$ cat config.mk
export PLATFORM = sky130hd
export DESIGN_NAME = xtr_status_encoder
export DESIGN_NICKNAME = d
export VERILOG_FILES = /design/src/rtl/xtr_pkg.sv /design/src/rtl/xtr_fifo.sv /design/src/rtl/xtr_esc_detect.sv /design/src/rtl/xtr_grp_engine.sv /design/src/rtl/xtr_status_encoder.sv
export SDC_FILE = /design/constraint.sdc
export NUM_CORES = 1
export LEC_CHECK = 0
export ABC_CLOCK_PERIOD_IN_PS = 3650
export BUFFER_PORTS_ARGS = -buffer_cell sky130_fd_sc_hd__buf_4
export CAP_MARGIN = 20
export CORE_MARGIN = 4
export CORE_UTILIZATION = 53
export DETAILED_ROUTE_END_ITERATION = 12
export PLACE_DENSITY = 0.76
export SETUP_SLACK_MARGIN = 0.1
export SKIP_LAST_GASP = 1
export SLEW_MARGIN = 25
export SYNTH_ARGS = -nofsm -noshare
export SYNTH_HDL_FRONTEND = slang
export SYNTH_SLANG_ARGS = --single-unit
$ cat constraint.sdc
create_clock -name clk_i -period 3.65 [get_ports clk_i]
set_input_delay 0.1825 -clock clk_i [delete_from_list [all_inputs] [get_ports clk_i]]
set_output_delay 0.1825 -clock clk_i [all_outputs]
set_load 0.01 [all_outputs]
$ cat src/rtl/xtr_pkg.sv
package xtr_pkg;
  localparam int unsigned WORD_W = 32;
  localparam logic [23:0] CODE_TAIL = 24'h000080;

  localparam logic [2:0] N_PRUNED = 3'd4;
  localparam logic [2:0] N_ABORT  = 3'd5;
  localparam logic [2:0] N_ESC    = 3'd6;
  localparam logic [2:0] N_NREADY = 3'd7;

  typedef struct packed {
    logic [WORD_W-1:0] data;
    logic              last;
    logic [1:0]        nbm1;
    logic              pruned;
    logic              abort;
  } xtr_entry_t;

  localparam int unsigned ENTRY_W = $bits(xtr_entry_t);

  typedef enum logic [1:0] {
    PH_HEAD,  // nothing of head entry sent yet
    PH_LIT,   // escape sent, literal pending
    PH_STAT,  // data sent, trailing status pending
    PH_BODY   // leading status sent, data pending
  } phase_e;

  function automatic logic [WORD_W-1:0] code_word(input logic [2:0] n);
    return {5'b0, n, CODE_TAIL};
  endfunction
endpackage

$ cat src/rtl/xtr_fifo.sv
module xtr_fifo #(
  parameter int unsigned W     = 37,
  parameter int unsigned DEPTH = 4
) (
  input  logic         clk_i,
  input  logic         rst_ni,
  input  logic         clr_i,
  input  logic         push_i,
  input  logic [W-1:0] din_i,
  input  logic         pop_i,
  output logic [W-1:0] dout_o,
  output logic         empty_o,
  output logic         full_o
);
  localparam int unsigned AW = (DEPTH > 1) ? $clog2(DEPTH) : 1;
  localparam int unsigned CW = $clog2(DEPTH + 1);

  logic [W-1:0]  mem [DEPTH];
  logic [AW-1:0] wp, rp;
  logic [CW-1:0] cnt;

  function automatic logic [AW-1:0] nxt(input logic [AW-1:0] p);
    return (p == AW'(DEPTH - 1)) ? '0 : p + 1'b1;
  endfunction

  always_ff @(posedge clk_i) begin
    if (push_i && !clr_i) mem[wp] <= din_i;
  end

  always_ff @(posedge clk_i or negedge rst_ni) begin
    if (!rst_ni) begin
      wp  <= '0;
      rp  <= '0;
      cnt <= '0;
    end else if (clr_i) begin
      wp  <= '0;
      rp  <= '0;
      cnt <= '0;
    end else begin
      if (push_i) wp <= nxt(wp);
      if (pop_i)  rp <= nxt(rp);
      unique case ({push_i, pop_i})
        2'b10:   cnt <= cnt + 1'b1;
        2'b01:   cnt <= cnt - 1'b1;
        default: cnt <= cnt;
      endcase
    end
  end

  assign dout_o  = mem[rp];
  assign empty_o = (cnt == '0);
  assign full_o  = (cnt == CW'(DEPTH));
endmodule

$ cat src/rtl/xtr_esc_detect.sv
module xtr_esc_detect
  import xtr_pkg::*;
(
  input  logic [WORD_W-1:0] word_i,
  output logic              hit_o
);
  localparam int unsigned NCODES = 8;
  logic [NCODES-1:0] hits;

  for (genvar k = 0; k < NCODES; k++) begin : g_code
    assign hits[k] = (word_i == code_word(3'(k)));
  end

  assign hit_o = |hits;
endmodule

$ cat src/rtl/xtr_grp_engine.sv
module xtr_grp_engine
  import xtr_pkg::*;
(
  input  logic              clk_i,
  input  logic              rst_ni,
  input  logic              stat_first_i,
  input  logic              flush_i,
  input  logic              empty_i,
  input  xtr_entry_t        head_i,
  input  logic              rd_i,
  output logic [WORD_W-1:0] rd_data_o,
  output logic              pop_o
);
  phase_e     phase_q, adv_ph;
  logic       adv_pop, esc_hit;
  logic [2:0] eof_n;

  xtr_esc_detect i_esc (.word_i(head_i.data), .hit_o(esc_hit));

  // nbm1 = bytes-1, so code = 4-bytes = ~nbm1
  assign eof_n = head_i.pruned ? N_PRUNED : {1'b0, ~head_i.nbm1};

  always_comb begin
    rd_data_o = code_word(N_NREADY);
    adv_pop   = 1'b0;
    adv_ph    = phase_q;
    if (flush_i || empty_i) begin
      rd_data_o = code_word(N_NREADY);
    end else if (head_i.abort) begin
      rd_data_o = code_word(N_ABORT);
      adv_pop   = 1'b1;
    end else begin
      unique case (phase_q)
        PH_HEAD: begin
          if (head_i.last && stat_first_i) begin
            rd_data_o = code_word(eof_n);
            adv_ph    = PH_BODY;
          end else if (esc_hit) begin
            rd_data_o = code_word(N_ESC);
            adv_ph    = PH_LIT;
          end else begin
            rd_data_o = head_i.data;
            if (head_i.last) adv_ph = PH_STAT;
            else             adv_pop = 1'b1;
          end
        end
        PH_BODY: begin
          if (esc_hit) begin
            rd_data_o = code_word(N_ESC);
            adv_ph    = PH_LIT;
          end else begin
            rd_data_o = head_i.data;
            adv_pop   = 1'b1;
          end
        end
        PH_LIT: begin
          rd_data_o = head_i.data;
          if (head_i.last && !stat_first_i) adv_ph = PH_STAT;
          else                              adv_pop = 1'b1;
        end
        PH_STAT: begin
          rd_data_o = code_word(eof_n);
          adv_pop   = 1'b1;
        end
        default: rd_data_o = code_word(N_NREADY);
      endcase
    end
  end

  assign pop_o = rd_i && adv_pop;

  always_ff @(posedge clk_i or negedge rst_ni) begin
    if (!rst_ni)     phase_q <= PH_HEAD;
    else if (flush_i) phase_q <= PH_HEAD;
    else if (rd_i)    phase_q <= adv_pop ? PH_HEAD : adv_ph;
  end
endmodule

$ cat src/rtl/xtr_status_encoder.sv
module xtr_status_encoder
  import xtr_pkg::*;
#(
  parameter int unsigned NUM_GRP = 2,
  parameter int unsigned DEPTH   = 4
) (
  input  logic                      clk_i,
  input  logic                      rst_ni,
  input  logic                      mode_stat_first_i,
  input  logic [NUM_GRP-1:0]        flush_i,
  input  logic [NUM_GRP-1:0]        q_valid_i,
  output logic [NUM_GRP-1:0]        q_ready_o,
  input  logic [WORD_W*NUM_GRP-1:0] q_data_i,
  input  logic [NUM_GRP-1:0]        q_last_i,
  input  logic [2*NUM_GRP-1:0]      q_nbytes_i,
  input  logic [NUM_GRP-1:0]        q_pruned_i,
  input  logic [NUM_GRP-1:0]        q_abort_i,
  input  logic [NUM_GRP-1:0]        rd_i,
  output logic [WORD_W*NUM_GRP-1:0] rd_data_o,
  output logic [NUM_GRP-1:0]        data_present_o
);
  for (genvar g = 0; g < NUM_GRP; g++) begin : g_grp
    xtr_entry_t  in_e, head_e;
    logic [ENTRY_W-1:0] head_raw;
    logic empty, full, push, pop;

    assign in_e.data   = q_data_i[g*WORD_W +: WORD_W];
    assign in_e.last   = q_last_i[g];
    assign in_e.nbm1   = q_nbytes_i[2*g +: 2];
    assign in_e.pruned = q_pruned_i[g];
    assign in_e.abort  = q_abort_i[g];

    assign q_ready_o[g] = flush_i[g] || !full;
    assign push         = q_valid_i[g] && !full && !flush_i[g];
    assign head_e       = xtr_entry_t'(head_raw);

    xtr_fifo #(.W(ENTRY_W), .DEPTH(DEPTH)) i_fifo (
      .clk_i   (clk_i),
      .rst_ni  (rst_ni),
      .clr_i   (flush_i[g]),
      .push_i  (push),
      .din_i   (in_e),
      .pop_i   (pop),
      .dout_o  (head_raw),
      .empty_o (empty),
      .full_o  (full)
    );

    xtr_grp_engine i_eng (
      .clk_i        (clk_i),
      .rst_ni       (rst_ni),
      .stat_first_i (mode_stat_first_i),
      .flush_i      (flush_i[g]),
      .empty_i      (empty),
      .head_i       (head_e),
      .rd_i         (rd_i[g]),
      .rd_data_o    (rd_data_o[g*WORD_W +: WORD_W]),
      .pop_o        (pop)
    );

    assign data_present_o[g] = !empty && !flush_i[g];
  end
endmodule

======== After elaboration in Yosys (flattened, before gate mapping) ========
Memories as Yosys holds them, arrays and structs flattened.
Index checks and enable logic that the tools add are counted.
cells by class
  bitwise gates (word level) .............. 2
  shift operators ......................... 0
  reductions and logical operators ........ 43
  order comparisons ....................... 0
  multiply operators ...................... 0
  add/sub/neg operators ................... 8
  div/mod/pow operators ................... 0
  muxes and demuxes ....................... 70
  equal/unequal tests ..................... 42
operator list
  operator                                                           count
  32-bit by 27-bit == test with 1-bit output, second input constant  8
  32-bit two-way mux                                                 8
  32-bit case mux with 4 select lines                                2
  32-bit by 26-bit == test with 1-bit output, second input constant  4
  32-bit by 25-bit == test with 1-bit output, second input constant  2
  32-bit by 8-bit == test with 1-bit output, second input constant   2
  2-bit two-way mux                                                  32
  2-bit == test, second input constant                               10
  1-bit two-way mux                                                  18
  4-bit by 2-bit != test with 1-bit output, second input constant    4
  8-bit OR reduction                                                 2
  1-bit logical AND                                                  14
  7-bit AND reduction                                                2
  3-bit two-way mux                                                  4
  3-bit by 2-bit != test with 1-bit output, second input constant    4
  6-bit by 2-bit != test with 1-bit output, second input constant    2
  2-bit case mux with 3 select lines                                 2
  3-bit case mux with 2 select lines                                 2
  2-bit nonzero test                                                 6
  5-bit nonzero test                                                 2
  2-bit by 1-bit adder with 2-bit output, second input constant      4
  2-bit by 1-bit == test with 1-bit output, second input constant    4
  1-bit case mux with 4 select lines                                 2
  1-bit logical NOT                                                  7
  other kinds (8)                                                    18
storage, ports and cells
  flip-flop bits (word level) ............. 18
  bits in latches ......................... 0
  ROM bits ................................ 0
  memories kept ........................... 2
  bits of input ports ..................... 83
  RAM bits ................................ 296
  output and inout bits ................... 68
  word-level logic and storage cells ...... 175
memories
  name                 words  bits a word  read ports  clocked after memory_dff  write ports  line            text
  g_grp[0].i_fifo.mem  4      37           1           0                         1            xtr_fifo.sv:18  logic [W-1:0] mem [DEPTH];
  g_grp[1].i_fifo.mem  4      37           1           0                         1            xtr_fifo.sv:18

======== Depth between registers and ports, before layout ========
Gate-level depths: netlist of the first run.
An unclocked memory read counts as a cell.
  depth in word-level cells ............... 12
  depth in mapped cells ................... 13
  depth with buffers taken out ............ 11

======== Cells and area by module ========
Synthesis of the first run repeated with hierarchy kept, for this count alone.
unflattened totals
  cells, all modules ...................... 657
  area total of the unflattened synthesis .. 12889.9 sq um
modules (own cells, without submodules)
  module                       times used  sequential area each (sq um)  area each (sq um)  cells an instance
  xtr_fifo at g_grp[0].i_fifo  1           4619.4                        5801.8             240
  xtr_fifo at g_grp[1].i_fifo  1           4619.4                        5794.3             239
  xtr_grp_engine               2           50.0                          540.5              75
  xtr_esc_detect               2           0.0                           83.8               11
  xtr_status_encoder           1           0.0                           45.0               6

======== Worst setup path before layout of the first run ========
No wires, ideal clock.
  kind .................................... flip-flop to flip-flop
  start ................................... register g_grp[0].i_fifo.rp[1]
  end ..................................... register g_grp[0].i_fifo.cnt[1]
  data required time ...................... 3.519 ns
  cell stages (with the launch flop) ...... 14
  period minus slack after synthesis ...... 3.804 ns
  arrival ................................. 3.673 ns
  path slack .............................. -0.154 ns
  path through ............................ dfrtp_1 buf_2 clkbuf_1 mux4_2 or4_1 or4_1 nor2_2 nor3_1 fa_1 nor2b_1 nand2_1 a211oi_1 nor4_1 o21ai_1
between the ends
  longest elaborated chain between the ends .. 12
ends and longest elaborated chain
  item                                                                       line                  text
  start: declaration                                                         xtr_fifo.sv:19        logic [AW-1:0] wp, rp;
  start signal: assignment                                                   xtr_fifo.sv:41        if (pop_i) rp <= nxt(rp);
  memory read 4 x 37 bit *                                                   --
  32-bit by 8-bit == test with 1-bit output, or another cell as far along    xtr_esc_detect.sv:11  assign hits[k] = (word_i == code_word(3'(k)));
  8-bit OR reduction                                                         xtr_esc_detect.sv:14  assign hit_o = |hits;
  1-bit two-way mux                                                          xtr_grp_engine.sv:38  end else if (esc_hit) begin
  1-bit two-way mux                                                          xtr_grp_engine.sv:35  if (head_i.last && stat_first_i) begin
  1-bit case mux with 4 select lines                                         xtr_grp_engine.sv:33  unique case (phase_q)
  1-bit two-way mux *                                                        xtr_grp_engine.sv:29  end else if (head_i.abort) begin
  1-bit two-way mux *                                                        xtr_grp_engine.sv:27  if (flush_i || empty_i) begin
  1-bit logical AND *                                                        xtr_grp_engine.sv:70  assign pop_o = rd_i && adv_pop;
  2-bit by 1-bit == test with 1-bit output or 2-bit == test (tied branches)  xtr_fifo.sv:42        unique case ({push_i, pop_i})
  3-bit case mux with 2 select lines                                         xtr_fifo.sv:42
  3-bit two-way mux                                                          xtr_fifo.sv:35        end else if (clr_i) begin
  end signal: assignment                                                     xtr_fifo.sv:43        2'b10: cnt <= cnt + 1'b1;
  end signal: assignment                                                     xtr_fifo.sv:44        2'b01: cnt <= cnt - 1'b1;
  end signal: assignment                                                     xtr_fifo.sv:45        default: cnt <= cnt;
  end: declaration                                                           xtr_fifo.sv:20        logic [CW-1:0] cnt;
Every way passes the cells marked *; elsewhere a longest branch is shown, timed or not.
A chain may end at the register's enable or synchronous reset.

======== Final worst setup path of the first run ========
  start ................................... register g_grp[1].i_fifo.rp[0]
  end ..................................... output rd_data_o[35]
between the ends
  longest elaborated chain between the ends .. 8
ends and longest elaborated chain
  item                                                                     line                                        text
  start: declaration                                                       xtr_fifo.sv:19
  start signal: assignment                                                 xtr_fifo.sv:41
  memory read 4 x 37 bit *                                                 --
  32-bit by 8-bit == test with 1-bit output, or another cell as far along  xtr_esc_detect.sv:11
  8-bit OR reduction                                                       xtr_esc_detect.sv:14
  32-bit two-way mux                                                       xtr_grp_engine.sv:38, xtr_grp_engine.sv:48
  32-bit two-way mux                                                       xtr_grp_engine.sv:35
  32-bit case mux with 4 select lines                                      xtr_grp_engine.sv:33
  32-bit two-way mux *                                                     xtr_grp_engine.sv:29
  32-bit two-way mux *                                                     xtr_grp_engine.sv:27
  end: declaration                                                         xtr_status_encoder.sv:19                    output logic [WORD_W*NUM_GRP-1:0] rd_data_o,
Marked as above.

==> key figures, run 1 <==
Outcome
  – Status: finished, violations left
  – Violated checks: negative setup slack

Synth
  – Synthesized cell area: 13,100 µm²
  – Largest family of logic cells by synthesized area: multiplexers
  – Syn avg cell area: 17.8 µm²
  – Number of synthesized flops with an enable pin: 296
  – Post-synthesis mux area share: 12.9%
  – FFs w/ async S/R, synth: 5.73%
  – Most used DFF post-synth: edfxtp_1
  – Flop and latch count out of synthesis: 314
  – Post-synthesis xor/xnor area fraction: 0.267%
  – Synth Area in Simple Gates: 9.80%
  – Cell count after synthesis: 735
  – Post-Synth Adder-Cell Area: 1.07%
  – Yosys synthesis warning count: 0
  – Register area share after synthesis: 71.3%
  – Syn_nets: 828
  – Complex-gate fraction of the synthesized area: 3.17%
  – Library cells used by synthesis: 52

Drt
  – DRT iter0 DRCs: 871
  – DRC errors left: 0
  – Post-route ant nets: 0
  – Final WL: 32,400 µm
  – Mean number of vias per cell: 5.97
  – Vias: 8,303
  – Drt pass-1 iters: 5
  – Average wire per standard cell: 23.3 µm

Setup path
  – Crit path largest cell delay: 0.46 ns
  – Worst r2r src: g_grp[0].i_fifo.rp[0]$_DFFE_PN0P_
  – CP Launch Type: flip-flop
  – CP arrival: 3.60 ns
  – Critical path class: reg2out
  – CP Data Required Time: 3.47 ns
  – Critical Path Start: g_grp[1].i_fifo.rp[0]$_DFFE_PN0P_
  – Crit end category: output pin
  – Cell Chain, Critical Path: buf_6 > buf_12 > buf_12 > buf_12 > mux4_2 > nor4_2 > buf_4 > nand4_1 > buf_6 > o31ai_4 > a21oi_4 > clkbuf_16 > and2_4 > buf_6
  – Critical-path top delay cell: mux4_2
  – CP Max Fanout: 7

Pwr
  – Pleak: 6.17 nW
  – PD cells: 511 nW/µm²
  – Power share of the clock group: 32.6%
  – Sequential share of power: 47.8%
  – Psw: 2.28 mW
  – Max VDD drop: 0.000503 V
  – Tot Pwr: 8.92 mW
  – Logic pwr share: 19.7%
  – Switching Share: 25.6%
  – Pint: 6.64 mW

Floorplan
  – Chip width: 165 µm
  – Starting Density: 53.9%
  – Rows: 57
  – Die area: 27,300 µm²
  – I/O Pins: 151
  – Core footprint: 24,300 µm²
  – Die Y: 165 µm

Worst hold path
  – Hold Crit Class: in2async

STA
  – Peak Freq: 264 MHz
  – Max_slew headroom: 54.8%
  – Final hold vios: 0
  – Post-route minimum period: 3.79 ns
  – Final worst setup slack: -0.136 ns
  – Final Max Slew Viols: 0
  – RSZ-0062 raised after global routing: true
  – Final period util: 104%
  – Final setup fails: 60
  – Clock skew: 0.0154 ns
  – Worst Tran Pin Value: 0.677 ns

CTS
  – Max clock buf depth: 3
  – Worst skew pair latency: 0.55 ns
  – Htree depth: 1
  – Clk sinks: 314
  – Root buf cell: clkbuf_16
  – CTS Buf Count: 31
  – CTS clk-pin slew, worst paths: 0.07 ns
  – CTS tree: built

Global routing
  – Grt ovf: 0
  – Layer with the highest usage: met2
  – Tot GR Track Use: 23.2%
  – First-pass GRT wire length: 48,200 µm
  – Met2 usage: 40.2%
  – Antenna violations before repair: 2
  – Largest net degree at the start of global routing: 38
  – Vias in the first global route: 8,546
  – M3 GR Usage: 4.00%
  – Met1 usage: 30.9%

Place
  – GP Congestion: 0.884
  – Post-DP HPWL: 18,600 µm
  – IO buf count: 150
  – DP Area: 14,900 µm²

Final layout
  – Post-layout net count: 1,136
  – Register Area: 9340 µm²
  – Ratio of cells with drive above 1 in the final layout: 41.3%
  – Post-Layout Inst Area: 17,500 µm²
  – Area growth syn-to-layout: 33.4%
  – Final design utilization: 71.9%
  – # fillers: 1,379
  – Multi-input gate area: 3890 µm²

Flow run
  – Max Cap Viol: 0
==> critical path, delay by kind of cell (launching register included) <==
| kind | cells | cell delay [ns] |
|---|---|---|
| and+or+nand+nor | 3 | 0.58 |
| AOI/OAI and AO/OA | 2 | 0.40 |
| buffers and inverters | 8 | 1.16 |
| muxes | 1 | 0.46 |
| DFF | 1 | 0.44 |
==> final timing paths <==
path / endpoint / cells after the start / slack, ns
max: rd_data_o[35] / 14 / -0.14
min: g_grp[1].i_eng.phase_q[1]$_DFFE_PN0P_ / 2 / 0.09
max reg2reg: g_grp[0].i_fifo.cnt[1]$_DFFE_PN0P_ / 13 / -0.11
min reg2reg: g_grp[1].i_fifo.wp[1]$_DFFE_PN0P_ / 2 / 0.60
max in group asynchronous: g_grp[0].i_fifo.rp[0]$_DFFE_PN0P_ / 2 / 3.29
min in group clk_i: g_grp[0].i_fifo.cnt[2]$_DFFE_PN0P_ / 4 / 0.12
==> power groups by stage <==
stage	clock network, mW	registers, mW	logic, mW
2_1_floorplan	0	4.29	0.844
3_3_place_gp	0	4.32	1.32
3_5_place_dp	0	4.33	1.35
4_1_cts	2.94	4.26	1.57
5_1_grt	3.13	4.28	1.87
6_report	2.91	4.26	1.76
==> cell usage after synthesis (5+ instances only) <==
| master | instances | area, µm² |
|---|---|---|
| edfxtp_1 | 296 | 8890 |
| mux4_2 | 74 | 1670 |
| and2_1 | 41 | 257 |
| and3_1 | 29 | 181 |
| nor2_1 | 29 | 109 |
| nand2_1 | 28 | 105 |
| clkbuf_1 | 25 | 93.8 |
| dfrtp_1 | 18 | 450 |
| nor3_1 | 17 | 85.1 |
| a21oi_1 | 14 | 70.1 |
| nor4_1 | 13 | 81.3 |
| o21ai_0 | 11 | 55.1 |
| nand3_1 | 10 | 50.1 |
| nand4_1 | 10 | 62.6 |
| buf_2 | 8 | 40.0 |
| ha_1 | 8 | 100 |
| inv_1 | 8 | 30.0 |
| nand3b_1 | 8 | 60.1 |
| nor2b_1 | 6 | 37.5 |
| a211oi_1 | 5 | 37.5 |
| a31oi_1 | 5 | 31.3 |
| o21ai_1 | 5 | 25.0 |
| o31ai_1 | 5 | 37.5 |
| or4_1 | 5 | 37.5 |
==> flip-flops by register name (all words and copies together) (netlist names) <==
register	cells
g_grp.i_fifo.cnt	6
g_grp.i_fifo.rp	4
g_grp.i_fifo.wp	4
g_grp.i_fifo.mem	296
g_grp.i_eng.phase_q	4
==> metrics by stage <==
step / setup TNS (ns) / setup WS, ns / hold slack, ns / cells
2_1_floorplan: -0.0401 / -0.0401 / -0.113 / 735
3_3_place_gp: 0 / 0.0430 / 0.0892 / 1217
3_5_place_dp: 0 / 0.00264 / 0.0933 / 1217
4_1_cts: -2.42 / -0.112 / 0.0386 / 1374
5_1_grt: -12.17 / -0.274 / 0.0767 / 1391
6_report: -6.13 / -0.136 / 0.0893 / 1391
==> routing by layer <==
layer / up-vias / wire length [µm]
met5: - / 0
met1: 4227 / 12500
met3: 62 / 2400
met4: 0 / 827
li1: 3608 / -
met2: 406 / 16700
==> cell families (layout without fill, tap and decap cells) <==
family          Yosys count  in the layout
flops                   314            314
simple gates            222            222
mux                      76             76
compound gates           64             64
buf+inv                  45            375
fa+ha+maj                10             10
xor+xnor                  4              4
other cells               0              2
==> what timing repair did <==
| action | 4_1_cts | 5_1_grt |
|---|---|---|
| gates cloned | 4 | 1 |
| gates resized for setup | 52 | 71 |
| endpoints found under the setup margin | 63 | 65 |
| buffers inserted | 20 | 14 |
| endpoints found under the hold margin | 322 | 0 |
| pin swaps | 19 | 39 |
| hold buffers | 78 | 0 |
==> final cells by class <==
type | instances | area share (%)
clock inverters | 19 | 0.694
repair buffers | 312 | 16.5
multi-input cells | 376 | 22.3
clock buffers | 36 | 4.55
diodes | 2 | 0.0286
well taps | 324 | 2.32
inverters | 8 | 0.172
flip-flops and latches | 314 | 53.4
==> cells in the final DEF (no fill, tap or decap), types with 6 or more instances in the layout <==
cell type and count:
a21oi_1 12, and2_2 8, and2_4 28, and3_1 25, buf_12 11, buf_4 181
buf_6 37, clkbuf_16 32, clkinv_1 6, clkinv_2 9, dfrtp_1 16, dlygate4sd3_1 78
edfxtp_1 296, ha_1 8, inv_1 8, mux4_2 74, nand2_1 24, nand3_1 10
nand3b_1 8, nand4_1 10, nor2_1 27, nor3_1 12, nor4_1 6, o21ai_0 9
o21ai_1 6
(Power assumes the default switching activity.)
==> inputs of run 2 (changes only) <==
==> constraint.sdc (replaced) <==
create_clock -name clk_i -period 3.65 [get_ports clk_i]
set_input_delay 0.365 -clock clk_i [delete_from_list [all_inputs] [get_ports clk_i]]
set_output_delay 0.365 -clock clk_i [all_outputs]
set_load 0.01 [all_outputs]
==> run 2 against run 1 <==
  * The run still ends with negative setup slack left
  * Worst hold slack lost 0.077 ns
  * Register-to-register slack is essentially flat
  * Fmax shrank 3.9%
  * Clock-buffer cell count shrank 2
  * Worst setup slack lost 0.15 ns
  * Die area is the same
  * Power grew 0.91%
  * Critical path depth shrank 4
  * Clock skew shrank 0.0017 ns
  * Largest cell class unchanged
  * Highest routed layer unchanged
==> key figures, run 2 (same netlist as run 1, synthesis figures left out) <==
Flow run
  – Max Cap Viol: 0 (unchanged)

Floorplan
  – Die Y: 165 µm (unchanged)
  – Die area: 27,300 µm² (unchanged)
  – I/O Pins: 151 (unchanged)
  – Starting Density: 53.9% (unchanged)
  – Chip width: 165 µm (unchanged)
  – Rows: 57 (unchanged)
  – Core footprint: 24,300 µm² (unchanged)

STA
  – RSZ-0062 raised after global routing: true (unchanged)
  – Final setup fails: 63 (was 60)
  – Peak Freq: 254 MHz (was 264 MHz)
  – Final period util: 108% (was 104%)
  – Hold Slack: 0.0127 ns (was 0.0893 ns)
  – Post-route minimum period: 3.94 ns (was 3.79 ns)
  – Final Max Slew Viols: 0 (unchanged)
  – Final worst setup slack: -0.289 ns (was -0.136 ns)
  – Max_slew headroom: 49.5% (was 54.8%)
  – Final hold vios: 0 (unchanged)
  – Worst Tran Pin Value: 0.751 ns (was 0.677 ns)
  – Clock skew: 0.0137 ns (was 0.0154 ns)

Place
  – GP Congestion: 0.854 (was 0.884)
  – IO buf count: 150 (unchanged)
  – Post-place setup slack: 0.0814 ns (was 0.00264 ns)
  – Post-DP HPWL: 18,100 µm (was 18,600 µm)

Pwr
  – Switching Share: 24.7% (was 25.6%)
  – Tot Pwr: 9.01 mW (was 8.92 mW)
  – Sequential share of power: 47.3% (was 47.8%)
  – Max VDD drop: 0.000456 V (was 0.000503 V)
  – Pint: 6.78 mW (was 6.64 mW)
  – Pleak: 5.91 nW (was 6.17 nW)
  – Power share of the clock group: 34.7% (was 32.6%)
  – PD cells: 536 nW/µm² (was 511 nW/µm²)
  – Psw: 2.23 mW (was 2.28 mW)
  – Logic pwr share: 18.0% (was 19.7%)

Final layout
  – ANT cells: 0 (was 2)
  – Ratio of cells with drive above 1 in the final layout: 43.2% (was 41.3%)
  – Commonest non-fill, non-tap cell in the layout: edfxtp_1 (unchanged)
  – Max FFs per register: 296 (unchanged)
  – Biggest registers after layout: g_grp.i_fifo.mem: 296 flops, g_grp.i_fifo.cnt: 6 flops (unchanged)
  – Most frequent cells in the layout: edfxtp_1 (296), buf_4 (179), mux4_2 (74) (was edfxtp_1 (296), buf_4 (181), dlygate4sd3_1 (78))
  – Area growth syn-to-layout: 28.3% (was 33.4%)
  – Reg with most FFs: g_grp.i_fifo.mem (unchanged)
  – Post-layout net count: 1,069 (was 1,136)

Global routing
  – First-pass GRT wire length: 45,500 µm (was 48,200 µm)
  – Largest net degree at the start of global routing: 38 (unchanged)
  – Vias in the first global route: 7,985 (was 8,546)
  – Met1 usage: 29.9% (was 30.9%)
  – Layer with the highest usage: met2 (unchanged)
  – Tot GR Track Use: 21.8% (was 23.2%)
  – Antenna violations before repair: 0 (was 2)
  – Met2 usage: 36.7% (was 40.2%)
  – M3 GR Usage: 4.07% (was 4.00%)
  – Grt ovf: 0 (unchanged)

Worst hold path
  – Hold depth: 1
  – Hold Crit Class: in2reg (was in2async)
  – Hold EP: g_grp[0].i_fifo.mem[3][34]$_DFFE_PP_
  – Min-delay src: q_data_i[29]

CTS
  – CTS clk-pin slew, worst paths: 0.06 ns (was 0.07 ns)
  – Root buf cell: clkbuf_16 (unchanged)
  – CTS Buf Count: 31 (unchanged)
  – Max clock buf depth: 3 (unchanged)
  – CTS tree: built (unchanged)
  – Clk sinks: 314 (unchanged)
  – Worst skew pair latency: 0.56 ns (was 0.55 ns)
  – Htree depth: 1 (unchanged)

Drt
  – Mean number of vias per cell: 5.97 (about the same)
  – Final WL: 30,000 µm (was 32,400 µm)
  – Post-route ant nets: 0 (unchanged)
  – DRC errors left: 0 (unchanged)
  – Vias: 7,915 (was 8,303)
  – DRT iter0 DRCs: 709 (was 871)
  – Drt pass-1 iters: 5 (unchanged)
  – Average wire per standard cell: 22.6 µm (was 23.3 µm)

Outcome
  – Status: finished, violations left (unchanged)
  – Violated checks: negative setup slack (unchanged)

Setup path
  – Crit end category: output pin (unchanged)
  – Worst R2R End: g_grp[0].i_fifo.cnt[1]$_DFFE_PN0P_ (unchanged)
  – Worst r2r src: g_grp[0].i_fifo.rp[0]$_DFFE_PN0P_ (unchanged)
  – CP Launch Type: flip-flop (unchanged)
  – Critical path class: reg2out (unchanged)
  – R2R setup slack: -0.10 ns (was -0.11 ns)
  – CP Max Fanout: 18 (was 7)
  – CP Data Required Time: 3.28 ns (was 3.47 ns)
  – CP arrival: 3.57 ns (was 3.60 ns)
  – Worst R2R Path Depth: 13 (unchanged)
[run 2: per-stage QoR]
stage / instances / cell area (µm²) / utilization (%) / setup TNS [ns]
global route: 1325 / 16800 / 69.1 / -20.14
detailed placement: 1217 / 14900 / 61.2 / 0
global placement: 1217 / 14900 / 61.2 / 0
floorplan: 735 / 13100 / - / -0.0401
finish: 1325 / 16800 / 69.1 / -11.35
CTS: 1304 / 16500 / 67.9 / -10.03
[run 2: critical path, cell delays in order, from the launching register on]
cell	delay, ns
dfrtp_2	0.40
buf_12	0.15
mux4_2	0.51
or4_4	0.57
buf_4	0.16
nor4_4	0.35
nand2_1	0.12
a22o_1	0.24
buf_6	0.16
and3_1	0.20
buf_4	0.15
[run 2: what timing repair did]
item,4_1_cts,5_1_grt
cloned,5,1
pin swaps,35,26
hold buffers,9,3
resized for setup,83,33
buffers inserted,15,21
endpoints found under the hold margin,50,9
endpoints found under the setup margin,63,66
[run 2: worst max-delay path by stage]
stage,from,end,slack (ns),depth (start not counted)
5_1_grt,g_grp[0].i_fifo.rp[0]$_DFFE_PN0P_,rd_data_o[0],-0.44,10
3_3_place_gp,g_grp[0].i_fifo.rp[0]$_DFFE_PN0P_,g_grp[0].i_fifo.cnt[1]$_DFFE_PN0P_,0.12,12
6_report,g_grp[0].i_fifo.rp[0]$_DFFE_PN0P_,rd_data_o[0],-0.29,10
3_5_place_dp,g_grp[0].i_fifo.rp[0]$_DFFE_PN0P_,g_grp[0].i_fifo.cnt[1]$_DFFE_PN0P_,0.08,12
4_1_cts,g_grp[0].i_fifo.rp[0]$_DFFE_PN0P_,rd_data_o[14],-0.29,10
2_1_floorplan,g_grp[0].i_fifo.rp[0]$_DFFE_PN0P_,g_grp[0].i_fifo.cnt[1]$_DFFE_PN0P_,-0.04,13
[run 2: area by class of cell]
class	instances	area, µm²
flip-flops and latches	314	9340
inverters	8	30.0
fillers	1477	7520
clock buffers	34	787
repair buffers	245	2150
well taps	324	405
clock inverters	24	224
multi-input cells	376	3860
[run 2: layer usage]
metal / up-vias / part of all wire (%)
li1: 3490 / -
met1: 4018 / 40
met2: 354 / 50
met3: 53 / 7.4
met4: 0 / 2.0
met5: - / 0
[run 2: power groups by stage]
| stage | Sequential, mW | Combinational, mW | Clock [mW] |
|---|---|---|---|
| floorplan | 4.29 | 0.844 | 0 |
| finish | 4.26 | 1.62 | 3.12 |
| CTS | 4.26 | 1.53 | 3.17 |
| global placement | 4.32 | 1.32 | 0 |
| detailed placement | 4.33 | 1.34 | 0 |
| global route | 4.27 | 1.74 | 3.34 |
